`config.mk`:
```
export PLATFORM = sky130hd
export DESIGN_NAME = burst_cycle_dec
export DESIGN_NICKNAME = d
export VERILOG_FILES = /design/src/rtl/bcd_pkg.sv /design/src/rtl/bcd_lanes.sv /design/src/rtl/bcd_decode.sv /design/src/rtl/bcd_bank.sv /design/src/rtl/burst_cycle_dec.sv
export SDC_FILE = /design/constraint.sdc
export NUM_CORES = 1
export LEC_CHECK = 0
export BUFFER_PORTS_ARGS = -buffer_cell sky130_fd_sc_hd__buf_4
export CAP_MARGIN = 10
export CORE_ASPECT_RATIO = 0.7
export CORE_UTILIZATION = 35
export CTS_BUF_LIST = sky130_fd_sc_hd__clkbuf_2 sky130_fd_sc_hd__clkbuf_4 sky130_fd_sc_hd__clkbuf_8
export CTS_CLUSTER_SIZE = 24
export DETAILED_ROUTE_END_ITERATION = 12
export PLACE_DENSITY = 0.55
export SLEW_MARGIN = 0
export SYNTH_ARGS = -nofsm -noshare
export SYNTH_HDL_FRONTEND = slang
export SYNTH_SLANG_ARGS = --single-unit
```
`constraint.sdc`:
```
create_clock -name clk -period 8.1 [get_ports clk]
set_input_delay 0.405 -clock clk [delete_from_list [all_inputs] [get_ports clk]]
set_output_delay 0.405 -clock clk [all_outputs]
set_load 0.05 [all_outputs]
```
`src/rtl/bcd_pkg.sv`:
```
package bcd_pkg;

    typedef enum logic [2:0] {
        CYC_IDLE   = 3'd0,
        CYC_RD_NEW = 3'd1,
        CYC_WR_NEW = 3'd2,
        CYC_RD_NXT = 3'd3,
        CYC_WR_NXT = 3'd4
    } cyc_e;

    typedef enum logic [1:0] {
        ASEL_HOLD = 2'd0,
        ASEL_EXT  = 2'd1,
        ASEL_STEP = 2'd2
    } asel_e;

    function automatic logic cyc_is_rd(cyc_e c);
        return (c == CYC_RD_NEW) || (c == CYC_RD_NXT);
    endfunction

    function automatic logic cyc_is_wr(cyc_e c);
        return (c == CYC_WR_NEW) || (c == CYC_WR_NXT);
    endfunction

endpackage

```
`src/rtl/bcd_lanes.sv`:
```
module bcd_lanes #(
    parameter int LANES = 4
) (
    input  logic             wr_all_n,
    input  logic             wr_byte_n,
    input  logic [LANES-1:0] lane_sel_n,
    output logic [LANES-1:0] lane_en
);
    for (genvar g = 0; g < LANES; g++) begin : g_lane
        assign lane_en[g] = !wr_all_n || (!wr_byte_n && !lane_sel_n[g]);
    end
endmodule

```
`src/rtl/bcd_decode.sv`:
```
module bcd_decode
    import bcd_pkg::*;
(
    input  logic  sel_pri_n,
    input  logic  sel_hi,
    input  logic  sel_lo_n,
    input  logic  strb_a_n,
    input  logic  strb_b_n,
    input  logic  step_n,
    input  logic  wr_req,
    input  cyc_e  prev,
    output cyc_e  cyc_nx,
    output asel_e asel,
    output logic  do_wr,
    output logic  do_rd
);
    logic sel_ok;
    logic active;

    assign sel_ok = !sel_pri_n && sel_hi && !sel_lo_n;
    assign active = (prev != CYC_IDLE);

    always_comb begin
        cyc_nx = prev;
        asel   = ASEL_HOLD;
        if (!sel_pri_n && !strb_a_n) begin
            // primary strobe: always a read, write pins disregarded
            if (sel_ok) begin
                cyc_nx = CYC_RD_NEW;
                asel   = ASEL_EXT;
            end else begin
                cyc_nx = CYC_IDLE;
            end
        end else if (!strb_b_n) begin
            if (sel_ok) begin
                cyc_nx = wr_req ? CYC_WR_NEW : CYC_RD_NEW;
                asel   = ASEL_EXT;
            end else begin
                cyc_nx = CYC_IDLE;
            end
        end else if (!step_n) begin
            if (active) begin
                cyc_nx = wr_req ? CYC_WR_NXT : CYC_RD_NXT;
                asel   = ASEL_STEP;
            end else begin
                cyc_nx = CYC_IDLE;
            end
        end
    end

    assign do_wr = cyc_is_wr(cyc_nx) && wr_req;
    assign do_rd = cyc_is_rd(cyc_nx);
endmodule

```
`src/rtl/bcd_bank.sv`:
```
module bcd_bank #(
    parameter int AW    = 4,
    parameter int LANES = 4,
    parameter int LW    = 8
) (
    input  logic                clk,
    input  logic [LANES-1:0]    we,
    input  logic [AW-1:0]       addr,
    input  logic [LANES*LW-1:0] wdata,
    output logic [LANES*LW-1:0] rword
);
    localparam int DEPTH = 1 << AW;

    for (genvar g = 0; g < LANES; g++) begin : g_lane
        logic [LW-1:0] store [DEPTH];

        always_ff @(posedge clk) begin
            if (we[g]) begin
                store[addr] <= wdata[g*LW +: LW];
            end
        end

        assign rword[g*LW +: LW] = store[addr];
    end
endmodule

```
`src/rtl/burst_cycle_dec.sv`:
```
module burst_cycle_dec
    import bcd_pkg::*;
#(
    parameter int AW    = 4,
    parameter int LANES = 4,
    parameter int LW    = 8
) (
    input  logic                clk,
    input  logic                rst_n,
    input  logic                sel_pri_n,
    input  logic                sel_hi,
    input  logic                sel_lo_n,
    input  logic                strb_a_n,
    input  logic                strb_b_n,
    input  logic                step_n,
    input  logic                wr_all_n,
    input  logic                wr_byte_n,
    input  logic [LANES-1:0]    lane_sel_n,
    input  logic                rd_en_n,
    input  logic [AW-1:0]       addr_i,
    input  logic [LANES*LW-1:0] wdata_i,
    output logic [LANES*LW-1:0] rdata_o,
    output logic                bus_drive_o,
    output logic [2:0]          cyc_o,
    output logic [AW-1:0]       addr_o
);
    localparam int DW    = LANES * LW;
    localparam int CNT_W = 2;

    typedef struct packed {
        cyc_e          cyc;
        logic [AW-1:0] addr;
        logic [DW-1:0] rdata;
    } st_t;

    st_t            st_d, st_q;
    cyc_e           dec_cyc;
    asel_e          dec_sel;
    logic           dec_wr, dec_rd;
    logic [LANES-1:0] lane_en, bank_we;
    logic [AW-1:0]  step_addr, acc_addr;
    logic [DW-1:0]  bank_word;

    bcd_lanes #(.LANES(LANES)) u_lanes (
        .wr_all_n   (wr_all_n),
        .wr_byte_n  (wr_byte_n),
        .lane_sel_n (lane_sel_n),
        .lane_en    (lane_en)
    );

    bcd_decode u_dec (
        .sel_pri_n (sel_pri_n),
        .sel_hi    (sel_hi),
        .sel_lo_n  (sel_lo_n),
        .strb_a_n  (strb_a_n),
        .strb_b_n  (strb_b_n),
        .step_n    (step_n),
        .wr_req    (|lane_en),
        .prev      (st_q.cyc),
        .cyc_nx    (dec_cyc),
        .asel      (dec_sel),
        .do_wr     (dec_wr),
        .do_rd     (dec_rd)
    );

    assign step_addr = {st_q.addr[AW-1:CNT_W],
                        st_q.addr[CNT_W-1:0] + {{(CNT_W-1){1'b0}}, 1'b1}};

    always_comb begin
        case (dec_sel)
            ASEL_EXT:  acc_addr = addr_i;
            ASEL_STEP: acc_addr = step_addr;
            default:   acc_addr = st_q.addr;
        endcase
    end

    assign bank_we = lane_en & {LANES{dec_wr}};

    bcd_bank #(.AW(AW), .LANES(LANES), .LW(LW)) u_bank (
        .clk   (clk),
        .we    (bank_we),
        .addr  (acc_addr),
        .wdata (wdata_i),
        .rword (bank_word)
    );

    always_comb begin
        st_d      = st_q;
        st_d.cyc  = dec_cyc;
        st_d.addr = acc_addr;
        if (dec_rd) begin
            st_d.rdata = bank_word;
        end
    end

    always_ff @(posedge clk or negedge rst_n) begin
        if (!rst_n) begin
            st_q <= '{cyc: CYC_IDLE, addr: '0, rdata: '0};
        end else begin
            st_q <= st_d;
        end
    end

    assign cyc_o       = st_q.cyc;
    assign addr_o      = st_q.addr;
    assign rdata_o     = st_q.rdata;
    assign bus_drive_o = cyc_is_rd(st_q.cyc) && !rd_en_n && !dec_wr;
endmodule

```
==> impl_metrics.json, run 1 <==
{
  "fillCellCount": 5789,
  "tns_ns": 0,
  "grt_pass1_wl_mm": 86.2,
  "crit_type": "reg2reg",
  "cts_resized": 0,
  "setup.worst_path.start_class": "flop",
  "hold_ws_ns": 0.0975,
  "grt_pass1_vias": 13470,
  "track_usage_pct": 18.3,
  "yosysTopAreaCell": "edfxtp_1",
  "netlist_area_mm2": 0.0218,
  "place_hpwl_mm": 34.9,
  "synth-async-reset-ratio_pct": 7.08,
  "synth_edf_count": 512,
  "port_buffers": 90,
  "die_x_um": 301,
  "synthFlopType": "edfxtp_1",
  "p_per_area_mw_per_mm2": 259,
  "worst-path-buf-inv": 1,
  "synthCells": 1566,
  "root_buffer": "clkbuf_8",
  "hold_class": "in2reg",
  "drt_iter0_drc": 1442,
  "synth.net_count": 1619,
  "synth_area_leaders": "edfxtp_1, nand2_1, dfrtp_1",
  "p_leak_nw": 8.22,
  "yosysWarnings": 0,
  "synthToLayoutAreaGrowth_pct": 13.9,
  "h-tree-depth": 3,
  "synth_most_common_cell": "edfxtp_1",
  "worstPathArrival_ns": 5.25,
  "tightest_slew_ns": 1.20,
  "crit_top_cell": "nor3_1",
  "placementRows": 76,
  "grt_max_degree": 86,
  "synth_cell_types": 50,
  "crit_chain": "nor3_1 -> or3_1 -> ha_1 -> or2_2 -> a22oi_4 -> buf_4 -> nand3_2 -> nor3_1",
  "multi_input_area_mm2": 0.00498,
  "wl_mm": 58.1,
  "routed_via_density": 5.29,
  "drive_above_1_share_pct": 17.1,
  "synth_common_cells": "edfxtp_1, nand2_1, a21oi_1, a32oi_1, mux2i_1",
  "required_ns": 8.37,
  "layout_setup_ws_ns": 3.12,
  "cts_sinks": 551,
  "crit_family": "simple AND/OR/NAND/NOR gates",
  "fin_util_pct": 40.4,
  "skew_ns": 0.0447,
  "fp.coreArea_mm2": 0.0616,
  "start_util_pct": 35.4,
  "cap_violations": 0,
  "outcome": "completed",
  "avgSynthCellArea_um2": 13.9,
  "regArea_mm2": 0.0164,
  "vias": 13540,
  "pre_cts_ws_ns": 2.96,
  "synth_top_area_share_pct": 70.4,
  "ios": 91,
  "die-area_mm2": 0.0634,
  "synth_seq_cells": 551,
  "fin_nets": 1729,
  "slew_headroom_pct": 19.3,
  "grt_antenna_before_repair": 4,
  "worstPathMaxFanout": 66,
  "min_period_over_period_pct": 61.5,
  "rsz0062_at_grt": "no",
  "fp.dieH_um": 211,
  "gr-total-overflow": 0,
  "end_kind": "flop",
  "slowest_stage": "nor3_1",
  "peakVddDrop_mv": 0.129,
  "wl_per_cell_um": 22.7,
  "setup_viol_count_final": 0,
  "ant_nets": 0,
  "globalplace.congestion": 0.825,
  "crit_path_max_incr_delay_ns": 1.18,
  "insertion_delay_ns": 0.67,
  "synth.yosys.seq_area_share_pct": 74.9,
  "cts_made_buffers": 82,
  "cts_tree": "built",
  "post_cts_buffers": 0,
  "clock_path_buffers": 3,
  "first_pass_iters": 5,
  "clock.fmax_mhz": 201,
  "finalHoldViolCount": 0,
  "min_period_ns": 4.98,
  "clkTransAtPathRegs_ns": 0.07,
  "maxSlewViolCount": 0,
  "drc_errors": 0
}
-- worst paths after layout --
kind                       cells after the start  slack [ns]                            end       start
max reg2reg                                    8        3.12   u_bank.g_lane[1].store[5][6]    cyc_o[2]
max in group asynchronous                      2        7.18                    rdata_o[30]       rst_n
max                                            8        3.12   u_bank.g_lane[1].store[5][6]    cyc_o[2]
min in group asynchronous                      2        0.37                      addr_o[2]       rst_n
min reg2reg                                    2        0.56                     rdata_o[1]  rdata_o[1]
min                                            1         0.1  u_bank.g_lane[0].store[13][6]  wdata_i[6]
-- worst reg2reg max path, stage by stage, from the launching register on --
cell and delay [ns]:
dfrtp_1 0.40, nor3_1 0.10, or3_1 0.42, ha_1 0.41
or2_2 0.36, a22oi_4 0.19, buf_4 0.69, nand3_2 0.85
nor3_1 1.18
-- cell usage in the layout (no fill, tap or decap), drive strengths merged, types with 32 or more instances in the layout --
master | Yosys | routed
mux2i | 63 | 63
nor2 | 44 | 44
a32oi | 63 | 63
buf | 72 | 120
edfxtp | 512 | 512
nor3 | 65 | 65
dfrtp | 39 | 39
a21oi | 133 | 133
nor4 | 32 | 32
a31oi | 33 | 33
clkbuf | 29 | 118
nand3 | 40 | 40
nand2 | 390 | 390
-- logic make-up (layout without fill, tap and decap cells) --
| family | Yosys count | in the layout | synth area share, % |
|---|---|---|---|
| AND/OR/NAND/NOR | 591 | 591 | 11.9 |
| flip-flops | 551 | 551 | 74.9 |
| AO/OA/AOI/OAI | 250 | 250 | 7.67 |
| buffers and inverters | 108 | 282 | 2.52 |
| multiplexers | 63 | 63 | 2.89 |
| adder cells (fa/ha/maj) | 2 | 2 | 0.115 |
| XOR/XNOR | 1 | 1 | 0.0401 |
| other | 0 | 1 | 0 |
-- flip-flops by register name, summed over array words and instances, names as in the netlist --
signal	cells
u_bank.g_lane.store	512
rdata_o	32
addr_o	4
cyc_o	3
-- what timing repair did --
action,in CTS,in global routing
setup endpoints to repair,0,0
hold endpoints to repair,39,0
hold buffers,1,0
-- routing by layer --
layer	track usage [%]	vias up	wire (um)
met5	0	-	49
met4	5.25	8	1290
met3	4.77	112	4870
met2	26.4	535	24600
met1	27.2	6787	27200
li1	-	6098	-
-- stage by stage --
stage               power [mW]  cell area, um2  cells
floorplan                 3.91           21800   1566
global placement          4.30           23200   2396
detailed placement        4.31           23200   2396
CTS                       6.50           24800   2545
global route              6.69           24900   2559
finish                    6.45           24900   2560
-- report_power, final --
part	switching [mW]	internal [mW]	leakage [nW]
combinational	0.740	0.256	2.34
clock	1.09	1.11	0.836
sequential	0.0629	3.19	5.05
total	1.89	4.55	8.22
-- layout make-up --
type	count	area share [%]
Antenna cell	1	0.0101
Clock buffer	112	5.52
Clock inverter	36	0.759
Inverter	7	0.146
Multi-Input combinational cell	907	20.0
Sequential cell	551	65.7
Tap cell	819	4.12
Timing Repair Buffer	127	3.75
No activity file was read; power rests on OpenSTA's default activity.
==> run 2: changes to the inputs <==
- ABC_AREA: default -> 1
- PLACE_DENSITY: 0.55 -> 0.57
- clock period: 8.1 -> 4.3 ns (I/O delays scaled with it)
==> run 2 against run 1 <==
  * Count of clock-buffer cells in the layout up 11
  * Die area up 8.6%
  * Sequential power up 91%
  * Final area up 11%
==> impl_metrics.json, run 2 <==
{
  "grt_antenna_before_repair": 1,
  "synth.yosys.seq_area_share_pct": 68.9,
  "grt_pass1_wl_mm": 104,
  "final_common_cell": "nand2_1",
  "ant_nets": 0,
  "insertion_delay_ns": 0.69,
  "wl_per_cell_um": 20.1,
  "fp.coreArea_mm2": 0.0667,
  "synth_seq_cells": 551,
  "setup.worst_path.start_class": "flop",
  "routed_via_density": 4.98,
  "required_ns": 4.66,
  "fillCellCount": 6483,
  "synth.net_count": 2355,
  "die-area_mm2": 0.0689,
  "cts_made_buffers": 90,
  "maxSlewViolCount": 0,
  "synth_edf_count": 512,
  "outcome": "completed",
  "clock_path_buffers": 3,
  "rsz0062_at_grt": "no",
  "globalplace.congestion": 0.857,
  "peakVddDrop_mv": 0.347,
  "tightest_slew_ns": 1.08,
  "synthCells": 2302,
  "hold_path_end": "cyc_o[2]",
  "end_kind": "flop",
  "worstPathMaxFanout": 13,
  "synth_cell_types": 32,
  "drive_above_1_share_pct": 13.4,
  "synth_common_cells": "nand2_1, edfxtp_1, nand3_1, nor2_1, buf_2",
  "drt_iter0_drc": 1716,
  "largest_reg_flops": 512,
  "place_hpwl_mm": 42.0,
  "netlist_area_mm2": 0.0237,
  "worstHoldStart": "strb_b_n",
  "synthFlopType": "edfxtp_1",
  "cts_resized": 0,
  "synth-async-reset-ratio_pct": 7.08,
  "reg2reg_slack_ns": 0.84,
  "placementRows": 79,
  "dp_cells": 3217,
  "hold_class": "in2reg",
  "grt_max_degree": 197,
  "min_period_over_period_pct": 80.5,
  "vias": 16997,
  "clkTransAtPathRegs_ns": 0.06,
  "h-tree-depth": 3,
  "grt_pass1_vias": 16701,
  "drc_errors": 0,
  "cap_violations": 0,
  "port_buffers": 90,
  "synthToLayoutAreaGrowth_pct": 16.5,
  "gr-total-overflow": 0,
  "hold_buffers": 36,
  "post_cts_buffers": 0,
  "worstRegToRegCells": 15,
  "first_pass_iters": 6,
  "crit_type": "reg2reg",
  "root_buffer": "clkbuf_8",
  "antennaDiodeCount": 0,
  "top_register": "u_bank.g_lane.store",
  "p_leak_nw": 11.1,
  "min_period_ns": 3.46,
  "r2r_start": "cyc_o[2]",
  "track_usage_pct": 20.1,
  "fin_cells": 3414,
  "fp.dieH_um": 220,
  "yosysTopAreaCell": "edfxtp_1",
  "setup_viol_count_final": 0,
  "start_util_pct": 35.6,
  "final_cell_mix": "nand2_1, edfxtp_1, nand3_1, nor2_1, buf_4",
  "yosysWarnings": 0,
  "fin_nets": 2507,
  "r2r_end": "u_bank.g_lane[0].store[6][6]",
  "slew_headroom_pct": 28.3,
  "cts_sinks": 551,
  "die_x_um": 313,
  "whs_path_depth": 5,
  "tns_ns": 0,
  "wl_mm": 68.7,
  "cts_tree": "built",
  "finalHoldViolCount": 0,
  "clock.fmax_mhz": 289,
  "synth_area_leaders": "edfxtp_1, nand2_1, nand3_1",
  "worstPathArrival_ns": 3.82,
  "p_per_area_mw_per_mm2": 503,
  "synth_most_common_cell": "nand2_1",
  "avgSynthCellArea_um2": 10.3,
  "ios": 91,
  "synth_top_area_share_pct": 64.8,
  "skew_ns": 0.0356
}
## run 2: changes by cell type after synthesis, sizes merged, moves of 32 or more
cell / before / now
buf: 72 / 104
nand3: 40 / 329
nor3: 65 / 0
nand2: 390 / 1067
nor2: 44 / 177
a21oi: 133 / 7
mux2i: 63 / 0
a32oi: 63 / 0
nor4: 32 / 0
a31oi: 33 / 1
## run 2: logic make-up after synthesis
group           after synthesis  share of synthesized area (%)
compound gates               13                          0.395
fa+ha+maj                     2                          0.105
buf+inv                     156                           3.15
flops                       551                           68.9
simple gates               1580                           27.5
## run 2: through the flow
step	utilization, %	hold slack (ns)	power, mW	area, um2	worst slack [ns]
floorplan	-	-0.0806	8.44	23700	1.16
CTS	41.5	0.0297	14.0	27700	0.858
global placement	38.3	0.273	9.52	25600	0.881
global route	41.5	0.0791	14.6	27700	0.572
finish	41.5	0.0771	13.9	27700	0.840
detailed placement	38.3	0.280	9.53	25600	0.862
## run 2: layer usage
metal / track usage, % / vias to the layer above / share of wire [%]
li1: - / 8020 / -
met5: 0 / - / 0
met3: 4.64 / 84 / 8.3
met1: 29.3 / 8251 / 46
met2: 30.3 / 642 / 44
met4: 4.57 / 0 / 1.5
## run 2: final cells by class
| cell class | count | area, um2 | share of cell area (%) |
|---|---|---|---|
| timing repair buffer | 197 | 1670 | 6.03 |
| clock inverter | 38 | 194 | 0.701 |
| clock buffer | 123 | 1550 | 5.60 |
| sequential | 551 | 16400 | 59.1 |
| tap | 891 | 1110 | 4.03 |
| multi-input combinational | 1595 | 6710 | 24.3 |
| inverter | 19 | 73.8 | 0.267 |
## run 2: how the worst max path moves through the flow
stage / start / to / slack, ns / cells after the start
6_report: cyc_o[2] / u_bank.g_lane[0].store[6][6] / 0.84 / 15
5_1_grt: cyc_o[2] / u_bank.g_lane[0].store[10][5] / 0.57 / 14
4_1_cts: cyc_o[2] / u_bank.g_lane[1].store[9][4] / 0.86 / 13
3_5_place_dp: sel_pri_n / u_bank.g_lane[1].store[10][0] / 0.86 / 12
3_3_place_gp: cyc_o[2] / u_bank.g_lane[1].store[14][1] / 0.88 / 14
2_1_floorplan: cyc_o[2] / u_bank.g_lane[0].store[0][0] / 1.16 / 14
## run 2: critical path: stages, from the launching register on
cell and delay, ns:
dfrtp_1 0.39, inv_1 0.08, nand2_1 0.07, nand2_1 0.08, nor2_4 0.11, inv_1 0.05
ha_1 0.43, inv_2 0.17, nand2_1 0.11, nand2_1 0.16, nand2_2 0.13, a21oi_4 0.43
buf_4 0.27, nand2_1 0.30, nor2_1 0.19, buf_4 0.19
## run 2: where the power goes
part / switching [mW] / internal [mW]
logic: 2.32 / 0.917
clock network: 2.07 / 2.38
registers: 0.167 / 6.06
total: 4.56 / 9.36
